--- config.mk ---
export PLATFORM = sky130hd
export DESIGN_NAME = i2c_stall_slave
export DESIGN_NICKNAME = d
export VERILOG_FILES = /design/src/rtl/i2c_stall_slave.sv
export SDC_FILE = /design/constraint.sdc
export NUM_CORES = 1
export LEC_CHECK = 0
export BUFFER_PORTS_ARGS = -buffer_cell sky130_fd_sc_hd__buf_2
export CORE_ASPECT_RATIO = 2
export CORE_MARGIN = 3
export CORE_UTILIZATION = 40
export DETAILED_ROUTE_END_ITERATION = 10
export PLACE_DENSITY_LB_ADDON = 0.2
export REMOVE_ABC_BUFFERS = 1
export SYNTH_ARGS = -nofsm -noshare
export SYNTH_HDL_FRONTEND = slang
export SYNTH_SLANG_ARGS = --single-unit
--- constraint.sdc ---
create_clock -name clk -period 5.6 [get_ports clk]
set_input_delay 0.28 -clock clk [delete_from_list [all_inputs] [get_ports clk]]
set_output_delay 0.28 -clock clk [all_outputs]
set_load 0.1 [all_outputs]
--- src/rtl/i2c_stall_slave.sv ---
module i2c_stall_slave #(
  parameter int unsigned SYNC_STAGES = 2
) (
  input  logic       clk,
  input  logic       rst_n,
  input  logic       scl_i,
  input  logic       sda_i,
  output logic       scl_oe,
  output logic       sda_oe,
  input  logic       reg_wr,
  input  logic [1:0] reg_addr,
  input  logic [7:0] reg_wdata,
  output logic [7:0] reg_rdata,
  output logic       irq
);

  typedef enum logic [1:0] {PH_IDLE, PH_ADDR, PH_RX, PH_TX} phase_t;

  logic [SYNC_STAGES-1:0] scl_p, sda_p;
  logic scl_q, sda_q, scl_s, sda_s;
  logic start_c, stop_c, rise, fall, go_w, idle_w;

  logic en, hw, hold_addr_only, quiet, stop_ie;
  logic [6:0] own;
  logic [7:0] data_r, sh;
  logic byte_done, addr_flag, ack_bit, stop_flag, mnack;
  phase_t phase;
  logic [3:0] cnt;
  logic stall, gop, ackph, drv_low, txv;

  always_ff @(posedge clk or negedge rst_n)
    if (!rst_n) begin
      scl_p <= '1; sda_p <= '1; scl_q <= 1'b1; sda_q <= 1'b1;
    end else begin
      scl_p <= {scl_p[SYNC_STAGES-2:0], scl_i};
      sda_p <= {sda_p[SYNC_STAGES-2:0], sda_i};
      scl_q <= scl_s;
      sda_q <= sda_s;
    end

  assign scl_s   = scl_p[SYNC_STAGES-1];
  assign sda_s   = sda_p[SYNC_STAGES-1];
  assign start_c = en & scl_s & scl_q & sda_q & ~sda_s;
  assign stop_c  = en & scl_s & scl_q & ~sda_q & sda_s;
  assign rise    = scl_s & ~scl_q;
  assign fall    = ~scl_s & scl_q;
  assign go_w    = reg_wr & (reg_addr == 2'd1) & reg_wdata[7];
  assign idle_w  = (phase == PH_IDLE);

  always_ff @(posedge clk or negedge rst_n)
    if (!rst_n) begin
      {stop_ie, quiet, hold_addr_only, hw, en} <= '0;
      own <= '0; data_r <= '0; sh <= '0;
      byte_done <= 1'b0; addr_flag <= 1'b0; ack_bit <= 1'b0;
      stop_flag <= 1'b0; mnack <= 1'b0;
      phase <= PH_IDLE; cnt <= '0;
      stall <= 1'b0; gop <= 1'b0; ackph <= 1'b0; drv_low <= 1'b0; txv <= 1'b0;
    end else begin
      if (reg_wr)
        case (reg_addr)
          2'd0: {stop_ie, quiet, hold_addr_only, hw, en} <= reg_wdata[4:0];
          2'd1: begin
            byte_done <= byte_done & reg_wdata[0];
            addr_flag <= addr_flag & reg_wdata[1];
            ack_bit   <= reg_wdata[2];
            stop_flag <= stop_flag & reg_wdata[4];
          end
          2'd2: data_r <= reg_wdata;
          default: own <= reg_wdata[6:0];
        endcase

      if (gop) begin
        stall <= 1'b0;
        gop   <= 1'b0;
      end
      if (go_w && stall && !gop) begin
        gop <= 1'b1;
        if (ackph) drv_low <= (phase == PH_ADDR && hw) ? 1'b1 : reg_wdata[2];
        else begin
          sh  <= data_r;
          txv <= 1'b1;
        end
      end

      if (!en || start_c || stop_c) begin
        if (stop_c && phase != PH_IDLE) stop_flag <= 1'b1;
        phase <= (start_c && en) ? PH_ADDR : PH_IDLE;
        cnt <= '0;
        stall <= 1'b0; gop <= 1'b0; ackph <= 1'b0; drv_low <= 1'b0; txv <= 1'b0;
      end else if (phase != PH_IDLE && !stall) begin
        if (rise) begin
          if (!ackph && cnt < 4'd8) begin
            cnt <= cnt + 4'd1;
            if (phase != PH_TX) sh <= {sh[6:0], sda_s};
          end else if (ackph && phase == PH_TX) mnack <= sda_s;
        end else if (fall) begin
          if (ackph) begin
            ackph <= 1'b0; drv_low <= 1'b0; cnt <= '0;
            case (phase)
              PH_ADDR:
                if (!drv_low) phase <= PH_IDLE;
                else if (sh[0]) begin phase <= PH_TX; sh <= data_r; txv <= 1'b1; end
                else phase <= PH_RX;
              PH_RX: if (!drv_low) phase <= PH_IDLE;
              default:
                if (mnack) phase <= PH_IDLE;
                else if (!hold_addr_only) begin stall <= 1'b1; byte_done <= 1'b1; end
                else begin
                  sh <= data_r; txv <= 1'b1;
                  if (!quiet) byte_done <= 1'b1;
                end
            endcase
          end else if (cnt == 4'd8) begin
            ackph <= 1'b1;
            case (phase)
              PH_ADDR:
                if (hw && sh[7:1] != own) begin
                  phase <= PH_IDLE;
                  ackph <= 1'b0;
                end else begin
                  if (!hw) begin addr_flag <= 1'b1; data_r <= sh; end
                  if (!hw || !hold_addr_only) begin stall <= 1'b1; byte_done <= 1'b1; end
                  else begin
                    drv_low <= 1'b1;
                    if (!quiet) byte_done <= 1'b1;
                  end
                end
              PH_RX: begin
                data_r <= sh;
                if (!hold_addr_only) begin stall <= 1'b1; byte_done <= 1'b1; end
                else begin
                  drv_low <= 1'b1;
                  if (!quiet) byte_done <= 1'b1;
                end
              end
              default: txv <= 1'b0;
            endcase
          end else if (phase == PH_TX) sh <= {sh[6:0], 1'b0};
        end
      end
    end

  assign scl_oe = stall;
  assign sda_oe = (ackph & drv_low) | ((phase == PH_TX) & ~ackph & txv & ~sh[7]);
  assign irq    = byte_done | (stop_flag & stop_ie);

  always_comb
    case (reg_addr)
      2'd0:    reg_rdata = {3'b000, stop_ie, quiet, hold_addr_only, hw, en};
      2'd1:    reg_rdata = {2'b00, mnack, stop_flag, phase == PH_TX, ack_bit, addr_flag, byte_done};
      2'd2:    reg_rdata = data_r;
      default: reg_rdata = {1'b0, own};
    endcase

endmodule

==> metrics.csv <==
metric,value,unit
fp.dieH,134,um
finalHoldViolations,0,
cp_data_arrival_time,2980,ps
required,5840,ps
final.setup.tns,0,ps
yosys_register_bits,50,
grt_first_pass_wirelength,16.6,mm
clk_pin_slew_worst_paths,70,ps
p_leak,0.00148,uW
yosysWarnings,0,
cts_resized,0,
stdcell_count,445,
antenna_found_initial,0,
hold_path_class,in2reg,
post_route_cells_drive_above_1_share,18.5,%
dr.first_iter.drc_count,221,
portBuffers,25,
p_comb_share,25.7,%
synth_flop_cell,dfrtp_1,
routedWlPerCell,23.2,um
dp_cells,437,
place.gp.congestion,0.923,
htreeDepth,2,
cts_tree,yes,
slew-limit-headroom,36.9,%
power.density,292,nW/um^2
chipWidth,69.8,um
placed_area,3440,um^2
root_buffer,clkbuf_16,
finalSetupViolations,0,
p_sw_share,37.5,%
gr-total-overflow,0,
dr.pass1.iters,5,
crit_type,reg2reg,
syn_area_per_cell,9.77,um^2
skew,7.28,ps
async_flop_share,100,%
post-route-drc-count,0,
hpwl,7.71,mm
clkLatencyLatePin,300,ps
synth.area.top_cells,"dfrtp_1 34%, dfstp_2 4.8%, mux2_2 4.5%",
cts_buffer_depth,2,
routed_wl,10.3,mm
netlist_area,3250,um^2
grt_max_degree,51,
synth.most_common_cell,dfrtp_1,
fin_nets,373,
yosysTopAreaCell,dfrtp_1,
ios,26,
drv_slew,0,
yosysSeqAreaShare,38.7,%
outcome,completed,
power.switching,393,uW
viasPerCell,6.66,
vias,2964,
postSynthCellCount,333,
hold_depth,1,
numCtsBuffers,5,
post-route-period-util,49.0,%
synthToLayoutAreaGrowth,10.2,%
clock-sinks,50,
ctsHoldBuffers,0,
ys_types,64,
postRouteAntennaNets,0,
startpoint_type,register,
grt_use_total,23.0,%
synth_edf_count,0,
synth_top_area_share,33.9,%
core_area,7770,um^2
yosys-top-cells-count,"44 x dfrtp_1, 23 x nand2_1, 19 x a21oi_1, 15 x o21ai_0",
final_area,3580,um^2
clock.fmax,0.364,GHz
whs,71.9,ps
r2r_cells,6,
insertedDiodeCount,0,
power_frac_seq,44.7,%
rsz0062_at_grt,no,
intPower,654,uW
tightestPinTransition,945,ps
critical_path.endpoint_type,register,
num_rows,45,
path_max_fanout,11,
irDropWorstVdd,0.181,mV
cap_violations,0,
power_frac_clock,29.6,%
grt_pass1_vias,3045,
start_util,41.9,%
min_period,2740,ps
dieArea,9310,um^2
post_cts_buffers,0,
## layer usage
metal / GRT usage (%) / vias up / part of all wire [%]
met5: 0 / - / 0
met4: 14.8 / 0 / 6.2
met1: 24.2 / 1488 / 35
met2: 42.1 / 118 / 55
li1: - / 1320 / -
met3: 3.10 / 38 / 3.9
## flip-flops by register name, summed over array words and instances, names as in the netlist, 2 cells and up
name    flops
own         7
sh          8
cnt         4
sda_p       2
phase       2
data_r      8
scl_p       2
## path summary, 6_finish.rpt
check | start | end | slack, ps
max in group asynchronous | rst_n | sh[4]$_DFF_PN0_ | 5050
min in group asynchronous | rst_n | drv_low$_DFF_PN0_ | 90
worst max-delay path | scl_q$_DFF_PN1_ | phase[0]$_DFFE_PN0P_ | 2860
worst min-delay path | sda_i | sda_p[0]$_DFF_PN1_ | 70
worst min register to register | sda_p[0]$_DFF_PN1_ | sda_p[1]$_DFF_PN1_ | 360
worst max register to register | scl_q$_DFF_PN1_ | phase[0]$_DFFE_PN0P_ | 2860
## worst max-delay path, stage by stage (launching register included)
cell,delay (ps)
dfstp_2,570
inv_1,50
ha_1,300
nor4b_1,560
o2111ai_1,510
nor3_1,490
a221o_1,220
## final cells by class
| cell class | count | area [um^2] |
|---|---|---|
| Clock buffer | 6 | 129 |
| Multi-Input combinational cell | 253 | 1880 |
| Inverter | 14 | 52.6 |
| Sequential cell | 50 | 1260 |
| Timing Repair Buffer | 26 | 133 |
| Clock inverter | 2 | 15.0 |
| Tap cell | 94 | 118 |
| Fill cell | 758 | 4190 |
## per-stage QoR
| step | power, uW | utilization (%) | worst slack, ps |
|---|---|---|---|
| after floorplan | 651 | - | 2710 |
| after global placement | 739 | 44.3 | 3000 |
| after detailed placement | 741 | 44.3 | 2910 |
| after CTS | 1050 | 46.1 | 2880 |
| after global routing | 1090 | 46.1 | 2570 |
| final | 1050 | 46.1 | 2860 |
## power by group through the flow
stage | clock [uW] | combinational, uW | sequential [uW]
after floorplan | 0 | 207 | 444
after global placement | 0 | 267 | 472
after detailed placement | 0 | 269 | 472
after CTS | 315 | 270 | 466
after global routing | 329 | 290 | 472
final | 310 | 269 | 468
## kinds of logic after synthesis
logic type	count (synthesis)	share of synthesized area (%)
fa+ha+maj	8	3.08
compound gates	104	23.1
mux	32	12.3
xor+xnor	9	2.42
flops	50	38.7
simple gates	100	16.8
buf+inv	30	3.58
## layout by cell type (no fill, tap or decap), drive strengths merged, types with 6 or more instances in the layout
master / count
mux2: 13
dfrtp: 44
mux2i: 14
nand3: 14
o21ai: 16
buf: 26
dfstp: 6
nor2: 13
ha: 8
nor3: 11
o2bb2ai: 8
inv: 14
a31oi: 9
clkbuf: 6
nand2: 23
a21oi: 19
(Power assumes the default switching activity.)
